<file path="src/rtl/smb_alert_pkg.sv">
package smb_alert_pkg;

    localparam int ADDR_W = 7;
    localparam int BYTE_W = ADDR_W + 1;
    localparam logic [ADDR_W-1:0] ARA_ADDR = 7'b0001100;
    localparam logic [BYTE_W-1:0] ARA_READ_BYTE = {ARA_ADDR, 1'b1};

    typedef enum logic [2:0] {
        ST_IDLE,
        ST_ADDR,
        ST_AACK,
        ST_TX,
        ST_MACK,
        ST_WAIT
    } ara_state_e;

endpackage

</file>
<file path="src/rtl/smb_bus_sync.sv">
module smb_bus_sync #(
    parameter int STAGES = 2
) (
    input  logic clk,
    input  logic rst_n,
    input  logic scl_in,
    input  logic sda_in,
    output logic scl_s,
    output logic sda_s,
    output logic scl_rise,
    output logic scl_fall,
    output logic start_det,
    output logic stop_det
);

    logic [STAGES-1:0] scl_chain;
    logic [STAGES-1:0] sda_chain;
    logic              scl_p;
    logic              sda_p;

    generate
        for (genvar g = 0; g < STAGES; g++) begin : g_stage
            if (g == 0) begin : g_first
                always_ff @(posedge clk or negedge rst_n) begin
                    if (!rst_n) begin
                        scl_chain[0] <= 1'b1;
                        sda_chain[0] <= 1'b1;
                    end else begin
                        scl_chain[0] <= scl_in;
                        sda_chain[0] <= sda_in;
                    end
                end
            end else begin : g_next
                always_ff @(posedge clk or negedge rst_n) begin
                    if (!rst_n) begin
                        scl_chain[g] <= 1'b1;
                        sda_chain[g] <= 1'b1;
                    end else begin
                        scl_chain[g] <= scl_chain[g-1];
                        sda_chain[g] <= sda_chain[g-1];
                    end
                end
            end
        end
    endgenerate

    always_ff @(posedge clk or negedge rst_n) begin
        if (!rst_n) begin
            scl_p <= 1'b1;
            sda_p <= 1'b1;
        end else begin
            scl_p <= scl_chain[STAGES-1];
            sda_p <= sda_chain[STAGES-1];
        end
    end

    assign scl_s     = scl_chain[STAGES-1];
    assign sda_s     = sda_chain[STAGES-1];
    assign scl_rise  = scl_s & ~scl_p;
    assign scl_fall  = ~scl_s & scl_p;
    assign start_det = scl_s & scl_p & sda_p & ~sda_s;
    assign stop_det  = scl_s & scl_p & ~sda_p & sda_s;

    AST_EVENTS_EXCLUSIVE: assert property (@(posedge clk) disable iff (!rst_n)
        $onehot0({scl_rise, scl_fall, start_det, stop_det}));

endmodule

</file>
<file path="src/rtl/smb_alert_latch.sv">
module smb_alert_latch #(
    parameter int NUM_SRC = 4
) (
    input  logic               clk,
    input  logic               rst_n,
    input  logic [NUM_SRC-1:0] fault_src,
    input  logic [NUM_SRC-1:0] fault_en,
    input  logic               resp_done,
    input  logic               status_read,
    output logic               alert_q,
    output logic               eligible
);

    logic fault_any;
    logic responded_q;
    logic clear_ok;

    assign fault_any = |(fault_src & fault_en);
    assign clear_ok  = status_read & responded_q & ~fault_any;

    always_ff @(posedge clk or negedge rst_n) begin
        if (!rst_n) begin
            alert_q     <= 1'b0;
            responded_q <= 1'b0;
        end else begin
            if (fault_any)
                alert_q <= 1'b1;
            else if (clear_ok)
                alert_q <= 1'b0;

            if (clear_ok)
                responded_q <= 1'b0;
            else if (resp_done)
                responded_q <= 1'b1;
        end
    end

    assign eligible = alert_q & ~responded_q;

    AST_FAULT_ALERTS: assert property (@(posedge clk) disable iff (!rst_n)
        fault_any |=> alert_q);
    AST_ALERT_HOLD: assert property (@(posedge clk) disable iff (!rst_n)
        (alert_q && !status_read) |=> alert_q);
    AST_RESP_ONLY_ALERTING: assert property (@(posedge clk) disable iff (!rst_n)
        resp_done |-> (alert_q && !responded_q));

endmodule

</file>
<file path="src/rtl/smb_ara_fsm.sv">
module smb_ara_fsm
    import smb_alert_pkg::*;
(
    input  logic              clk,
    input  logic              rst_n,
    input  logic              scl_s,
    input  logic              sda_s,
    input  logic              scl_rise,
    input  logic              scl_fall,
    input  logic              start_det,
    input  logic              stop_det,
    input  logic              eligible,
    input  logic [ADDR_W-1:0] dev_addr,
    output logic              sda_low,
    output logic              resp_done
);

    localparam int CNT_W = $clog2(BYTE_W + 1);
    localparam logic [CNT_W-1:0] LAST_BIT = CNT_W'(BYTE_W);

    ara_state_e        state_q, state_d;
    logic [CNT_W-1:0]  cnt_q, cnt_d;
    logic [BYTE_W-1:0] rx_q, rx_d;
    logic [BYTE_W-1:0] tx_q, tx_d;
    logic              lost;

    assign lost = (state_q == ST_TX) && scl_rise && tx_q[BYTE_W-1] && !sda_s
                  && !start_det && !stop_det;

    // state register
    always_ff @(posedge clk or negedge rst_n) begin
        if (!rst_n) begin
            state_q <= ST_IDLE;
            cnt_q   <= '0;
            rx_q    <= '0;
            tx_q    <= '1;
        end else begin
            state_q <= state_d;
            cnt_q   <= cnt_d;
            rx_q    <= rx_d;
            tx_q    <= tx_d;
        end
    end

    // next-state logic
    always_comb begin
        state_d = state_q;
        cnt_d   = cnt_q;
        rx_d    = rx_q;
        tx_d    = tx_q;
        if (start_det) begin
            state_d = ST_ADDR;
            cnt_d   = '0;
        end else if (stop_det) begin
            state_d = ST_IDLE;
        end else begin
            unique case (state_q)
                ST_IDLE: ;
                ST_ADDR: begin
                    if (scl_rise) begin
                        rx_d  = {rx_q[BYTE_W-2:0], sda_s};
                        cnt_d = cnt_q + 1'b1;
                    end else if (scl_fall && cnt_q == LAST_BIT) begin
                        state_d = (rx_q == ARA_READ_BYTE && eligible) ? ST_AACK : ST_WAIT;
                    end
                end
                ST_AACK: begin
                    if (scl_fall) begin
                        state_d = ST_TX;
                        tx_d    = {dev_addr, 1'b0};
                        cnt_d   = '0;
                    end
                end
                ST_TX: begin
                    if (scl_rise) begin
                        if (tx_q[BYTE_W-1] && !sda_s)
                            state_d = ST_WAIT;
                        else
                            cnt_d = cnt_q + 1'b1;
                    end else if (scl_fall) begin
                        if (cnt_q == LAST_BIT)
                            state_d = ST_MACK;
                        else
                            tx_d = {tx_q[BYTE_W-2:0], 1'b1};
                    end
                end
                ST_MACK: begin
                    if (scl_fall)
                        state_d = ST_WAIT;
                end
                ST_WAIT: ;
                default: state_d = ST_IDLE;
            endcase
        end
    end

    // outputs
    always_comb begin
        sda_low   = 1'b0;
        resp_done = 1'b0;
        unique case (state_q)
            ST_AACK: sda_low = 1'b1;
            ST_TX: begin
                sda_low   = ~tx_q[BYTE_W-1];
                resp_done = scl_fall && (cnt_q == LAST_BIT) && !start_det && !stop_det;
            end
            default: sda_low = 1'b0;
        endcase
    end

    AST_ACK_ONLY_ELIGIBLE: assert property (@(posedge clk) disable iff (!rst_n)
        (state_q == ST_AACK) |-> eligible);
    AST_DRIVE_ON_SCL_LOW: assert property (@(posedge clk) disable iff (!rst_n)
        (scl_s && $past(scl_s) && !start_det && !stop_det) |-> $stable(sda_low));
    AST_LOSS_RELEASES: assert property (@(posedge clk) disable iff (!rst_n)
        lost |=> (!sda_low && !resp_done));

endmodule

</file>
<file path="src/rtl/smb_alert_responder.sv">
module smb_alert_responder
    import smb_alert_pkg::*;
#(
    parameter int NUM_SRC     = 4,
    parameter int SYNC_STAGES = 2
) (
    input  logic               clk,
    input  logic               rst_n,
    input  logic               scl_in,
    input  logic               sda_in,
    input  logic [ADDR_W-1:0]  dev_addr,
    input  logic [NUM_SRC-1:0] fault_src,
    input  logic [NUM_SRC-1:0] fault_en,
    input  logic               status_read,
    output logic               sda_drive_low,
    output logic               alert_n
);

    logic scl_s, sda_s, scl_rise, scl_fall, start_det, stop_det;
    logic alert_q, eligible, resp_done;

    smb_bus_sync #(.STAGES(SYNC_STAGES)) u_sync (
        .clk       (clk),
        .rst_n     (rst_n),
        .scl_in    (scl_in),
        .sda_in    (sda_in),
        .scl_s     (scl_s),
        .sda_s     (sda_s),
        .scl_rise  (scl_rise),
        .scl_fall  (scl_fall),
        .start_det (start_det),
        .stop_det  (stop_det)
    );

    smb_alert_latch #(.NUM_SRC(NUM_SRC)) u_latch (
        .clk         (clk),
        .rst_n       (rst_n),
        .fault_src   (fault_src),
        .fault_en    (fault_en),
        .resp_done   (resp_done),
        .status_read (status_read),
        .alert_q     (alert_q),
        .eligible    (eligible)
    );

    smb_ara_fsm u_fsm (
        .clk       (clk),
        .rst_n     (rst_n),
        .scl_s     (scl_s),
        .sda_s     (sda_s),
        .scl_rise  (scl_rise),
        .scl_fall  (scl_fall),
        .start_det (start_det),
        .stop_det  (stop_det),
        .eligible  (eligible),
        .dev_addr  (dev_addr),
        .sda_low   (sda_drive_low),
        .resp_done (resp_done)
    );

    assign alert_n = ~alert_q;

    AST_RESET_QUIET: assert property (@(posedge clk) disable iff (!rst_n)
        $past(!rst_n) |-> (alert_n || !$past(alert_n)));

endmodule

</file>
<file path="config.mk">
export PLATFORM = sky130hd
export DESIGN_NAME = smb_alert_responder
export DESIGN_NICKNAME = d
export VERILOG_FILES = /design/src/rtl/smb_alert_pkg.sv /design/src/rtl/smb_bus_sync.sv /design/src/rtl/smb_alert_latch.sv /design/src/rtl/smb_ara_fsm.sv /design/src/rtl/smb_alert_responder.sv
export SDC_FILE = /design/constraint.sdc
export NUM_CORES = 1
export LEC_CHECK = 0
export CORE_MARGIN = 2
export CORE_UTILIZATION = 46
export CTS_CLUSTER_SIZE = 16
export DETAILED_ROUTE_END_ITERATION = 8
export PLACE_DENSITY = 0.74
export SLEW_MARGIN = 25
export SYNTH_ARGS = -nofsm -noshare
export SYNTH_HDL_FRONTEND = slang
export SYNTH_SLANG_ARGS = --single-unit
</file>
<file path="constraint.sdc">
create_clock -name clk -period 1.8 [get_ports clk]
set_input_delay 0.54 -clock clk [delete_from_list [all_inputs] [get_ports clk]]
set_output_delay 0.54 -clock clk [all_outputs]
set_load 0.01 [all_outputs]
</file>
## Yosys cells after proc, flatten, opt, wreduce, memory -nomap -nowiden

Index checks and enable logic that the tools add are counted.

| storage, ports and cells | value |
|---|---|
| register bits after elaboration | 31 |

| operators by class | value |
|---|---|
| reduce and logical (&&, ||, !) cells | 19 |
| equal/unequal tests | 24 |
| muxes and demuxes | 30 |
| add/sub/neg operators | 1 |
| bitwise operators | 21 |

Operators with widths:

| cell | number |
|---|---|
| $mux W3 | 11 |
| $mux W8 | 4 |
| $mux W4 | 6 |
| $pmux W8 S2 | 1 |
| $pmux W3 S5 | 1 |
| $ne A4 B1 Y1 const B | 3 |
| $pmux W4 S3 | 1 |
| $and A1 B1 Y1 | 10 |
| $ne A5 B3 Y1 const B | 2 |
| $not A1 Y1 | 10 |
| $ne A3 B2 Y1 const B | 3 |
| $eq A8 B5 Y1 const B | 1 |
| $reduce_and A8 Y1 | 1 |
| $reduce_and A7 Y1 | 1 |
| $eq A3 B2 Y1 const B | 2 |
| $eq A3 B3 Y1 const B | 2 |
| $ne A2 B1 Y1 const B | 3 |
| $ne A3 B1 Y1 const B | 2 |
| $reduce_and A6 Y1 | 1 |
| $reduce_bool A2 Y1 | 3 |
| $logic_and A1 B1 Y1 | 5 |
| $mux W1 | 5 |
| $ne A5 B2 Y1 const B | 1 |
| $add A4 B1 Y4 const B | 1 |
| 12 further kinds | 15 |

## Logic depth before layout (Yosys ltp)

Gate-level depths: netlist of the first run.

| logic depth | value |
|---|---|
| depth in word-level cells | 9 |
| depth in mapped cells | 7 |
| gate-level depth less buffers | 6 |

## Modules after synthesis

Synthesis of the first run repeated with hierarchy kept, for this count alone.

| unflattened totals | value |
|---|---|
| cells, all modules | 132 |
| area, all modules | 1624.1 um2 |

Modules (own cells, without submodules):

| module | cells each | instances | area an instance (um2) |
|---|---|---|---|
| smb_ara_fsm | 112 | 1 | 1321.3 |
| smb_bus_sync | 10 | 1 | 190.2 |
| smb_alert_latch | 9 | 1 | 108.9 |
| smb_alert_responder | 1 | 1 | 3.8 |

## Least setup slack after synthesis of the first run

Ideal clock, no wire load.

| timing path | value |
|---|---|
| path type | register to register |
| start point | reg u_fsm.cnt_q[0] |
| end point | reg u_fsm.tx_q[0] |
| path slack | 0.188 ns |
| stages on the path, launching flop included | 8 |
| setup time | 0.078 ns |
| data arrival time | 1.534 ns |
| data required time | 1.722 ns |
| cells stage by stage | dfrtp_1 > inv_1 > ha_1 > and3b_1 > a2111o_1 > buf_6 > nand2_1 > o21ai_2 |

| between the ends | value |
|---|---|
| cells in the longest elaborated chain, start to end | 3 |

RTL lines:

| element | line | RTL |
|---|---|---|
| start, declared | smb_ara_fsm.sv:22 | `logic [CNT_W-1:0] cnt_q, cnt_d;` |
| start signal, assigned | smb_ara_fsm.sv:39 | `cnt_q <= cnt_d;` |
| $eq A4 B4 Y1 | smb_ara_fsm.sv:81 | `if (cnt_q == LAST_BIT)` |
| $ne A2 B2 Y1 (no line) | n/a |  |
| $reduce_and A7 Y1 (no line) | n/a |  |
| end signal, assigned | smb_ara_fsm.sv:41 | `tx_q <= tx_d;` |
| end, declared | smb_ara_fsm.sv:24 | `logic [BYTE_W-1:0] tx_q, tx_d;` |

No other way between the ends.
A chain may end at the register's enable or synchronous reset.

## Worst setup path in the final report of the first run

| timing path | value |
|---|---|
| start point | reg u_fsm.cnt_q[0] |
| end point | reg u_fsm.tx_q[3] |

The elaborated chain is that of the path after synthesis.

==> results of run 1 <==
-- worst register-to-register path, delay by kind of cell (launching register included) --
kind	cells	cell delay, ps
AO/OA/AOI/OAI	2	810
flip-flops	1	370
AND/OR/NAND/NOR	1	200
adder cells (fa/ha/maj)	1	180
buffers and inverters	1	70
-- metrics by stage --
step | hold slack (ps) | cell area [um^2] | power (mW)
after floorplan | 244 | 1580 | 1.13
after global placement | 347 | 1860 | 1.25
after detailed placement | 348 | 1860 | 1.28
after CTS | 361 | 1930 | 1.75
after global routing | 366 | 1930 | 1.83
final | 360 | 1930 | 1.73
-- timing repair --
| action | 4_1_cts | 5_1_grt |
|---|---|---|
| resized for setup | 5 | 2 |
| hold buffers | 0 | 0 |
| setup buffers | 1 | 0 |
| setup endpoints to repair | 2 | 9 |
-- routing by layer --
metal / part of all wire [%] / track usage (%)
met5: 0 / 0
met3: 4.1 / 5.41
met1: 42 / 19.7
met4: 1.1 / 5.00
met2: 53 / 30.6
-- cell type report --
type	count	area, um^2	area share, %
well taps	46	57.6	2.98
flip-flops and latches	31	793	41.1
inverters	5	18.8	0.972
multi-input cells	94	728	37.7
repair buffers	29	264	13.7
clock buffers	8	68.8	3.56
-- cells in the final DEF, fill, tap and decap left out, types with 2 or more instances in the layout --
| cell type | netlist | final |
|---|---|---|
| nand2b_1 | 5 | 5 |
| dfstp_2 | 14 | 14 |
| ha_1 | 2 | 2 |
| nor4bb_1 | 2 | 2 |
| a21oi_1 | 3 | 3 |
| a22oi_1 | 2 | 2 |
| buf_4 | 3 | 8 |
| and3b_1 | 2 | 2 |
| o21ai_2 | 2 | 2 |
| clkbuf_8 | 0 | 2 |
| nand3_1 | 4 | 4 |
| a22o_1 | 3 | 3 |
| clkbuf_4 | 0 | 5 |
| o21ai_1 | 6 | 6 |
| mux2i_1 | 8 | 8 |
| xnor2_1 | 3 | 3 |
| a21o_1 | 3 | 3 |
| nor2_1 | 4 | 4 |
| nor3_1 | 2 | 2 |
| inv_1 | 4 | 4 |
| nand3b_1 | 3 | 3 |
| mux2_2 | 9 | 9 |
| clkdlybuf4s50_1 | 0 | 19 |
| dfrtp_1 | 17 | 17 |
| nand2_1 | 11 | 11 |
-- path summary, 6_finish.rpt --
path,endpoint,slack (ps),cells after the start
max in group asynchronous,u_sync.scl_p$_DFF_PN1_,900,2
worst min-delay path,u_sync.sda_s$_DFF_PN1_,360,0
worst max register to register,u_fsm.tx_q[3]$_DFFE_PN1P_,90,5
worst min register to register,u_sync.sda_s$_DFF_PN1_,360,0
min in group asynchronous,u_fsm.rx_q[0]$_DFFE_PN0P_,580,2
worst max-delay path,u_fsm.tx_q[3]$_DFFE_PN1P_,90,5
-- state kept, by name, indices dropped and copies added, names as in the netlist --
name	count
u_fsm.rx_q	8
u_fsm.tx_q	8
u_fsm.cnt_q	4
u_fsm.state_q	3
u_latch.alert_q	1
u_latch.responded_q	1
u_sync.scl_chain	1
u_sync.scl_p	1
u_sync.scl_s	1
u_sync.sda_chain	1
u_sync.sda_p	1
u_sync.sda_s	1
-- cell families (layout without fill, tap and decap cells) --
family	after synthesis	after routing	synth area share, %
xor gates and xnor gates	4	4	2.21
muxes	17	17	11.5
AOI/OAI and AO/OA	31	31	15.0
DFF	31	31	50.1
and+or+nand+nor	40	40	15.6
adders and majority gates	2	2	1.58
buffers and inverters	10	42	4.03
-- power by group through the flow --
stage / combinational (mW) / sequential [mW] / clock [mW]
finish: 0.392 / 0.870 / 0.469
global route: 0.432 / 0.885 / 0.509
CTS: 0.397 / 0.870 / 0.483
detailed placement: 0.394 / 0.882 / 0
global placement: 0.377 / 0.875 / 0
floorplan: 0.275 / 0.857 / 0
==> impl_results.md, run 1 <==
- Outcome: completed
- Synth top area cells: dfrtp_1 (27%), dfstp_2 (23%), mux2_2 (6.4%)
- Post-synthesis sequential area ratio: 50.1%
- IO Port Bufs: 21
- Initial Util: 47.8%
- Drt via density: 5.35
- Netlist Area Pre-Place: 1580 um^2
- Most common cell in the netlist: dfrtp_1
- CTS Buffer Depth: 2
- Clock Latency Late Sink: 340 ps
- WP data arrival: 1970 ps
- Worst path required time: 2070 ps
- Root buffer cell: clkbuf_4
- Leakage power: 0.900 nW
- Final Wtd Congestion: 0.789
- Syn Area/Cell: 11.7 um^2
- Largest net degree at the start of global routing: 32
- Layout area overhead: 22.0%
- Yosys reg bits: 31
- Layout cells sized above 1: 28.7%
- Detailed Route Iter0 Violations: 11
- Placed insts: 204
- Ys Warns: 0
- Sw power: 0.495 mW
- VDD IR max: 498 uV
- Routed WL: 2990 um
- Combinational power share: 22.6%
- Setup total negative slack: 0 ps
- Final Hold Fails: 0
- Min-delay src: u_sync.sda_chain[0]$_DFF_PN1_
- DR DRC count: 0
- Fillers: 307
- Clk slew on worst S/H paths: 90 ps
- Vias: 1140
- Fin cells: 213
- First-pass GRT wire length: 5280 um
- WL/cell: 14.0 um
- DPL Wire Length: 2190 um
- Power per cell area: 896 nW/um^2
- Post-synth ARST share: 100%
- Crit path capture type: flop
- Core Util, Final: 58.3%
- Vias in the first global route: 1185
- Aggregate global routing overflow: 0
- Ys flop type: dfrtp_1
- Sequential power share: 50.3%
- Cell-internal power: 1.24 mW
- Worst slew margin: 71.5%
- Final Critical Period: 1710 ps
- Reg2reg start: u_fsm.cnt_q[0]$_DFFE_PN0P_
- Crit share post-route: 94.8%
- Clock Sinks: 31
- Most frequent cells after synthesis: dfrtp_1 (17), dfstp_2 (14), nand2_1 (11), mux2_2 (9), mux2i_1 (8)
- Total track usage: 17.2%
- H-tree depth: 2
- Post-synthesis instance total: 135
- Max-slew violations: 0
- Max Cap Viol: 0
- Crit-path cells: inv_1 > ha_1 > and3b_1 > a2111o_2 > o21ai_1
- Die area: 3930 um^2
- EDFF count, synth: 0
- Crit path from: u_fsm.cnt_q[0]$_DFFE_PN0P_
- Worst Path Max Fanout: 16
- First-pass detailed-route iteration total: 4
- Worst slew pin tran: 426 ps
- Area of the core: 3310 um^2
- Row count: 21
- Syn Nets: 157
- Die height: 62.7 um
- Critical path buffers and inverters: 1
- Fmax: 0.586 GHz
- Initial antenna violation count: 0
- Synth area leader: dfrtp_1
- Post-Place Setup Slack: 36.2 ps
- Worst path top cell family by delay: compound AO/OA/AOI/OAI gates
- Post-Route Skew: 16.1 ps
- CTS tree: built
- Synth top area share: 26.9%
- # IOs: 22
- RSZ-0062 raised after global routing: no
- Setup violators final: 0
- Yosys cell types: 44
- Clock share of power: 27.1%
- Remaining antenna violation count: 0
- Nets: 188
- Die extent in x: 62.7 um
- N_diodes: 0
- CP Class: flop to flop
- Crit path largest cell delay: 620 ps
- Final worst setup slack: 94.4 ps
- Sw Ratio: 28.6%
- Min-Delay Path Class: flop to flop
- Crit-path slowest cell: a2111o_2
- TritonCTS buffer count: 5
- CP Launch Type: flop
Note: power is estimated with default switching activity, not from simulation.
==> inputs of run 2 (changes only) <==
SLEW_MARGIN = 20   (was 25)
==> results of run 2 <==
No change in the layout: final DEF, timing and power equal those of run 1.
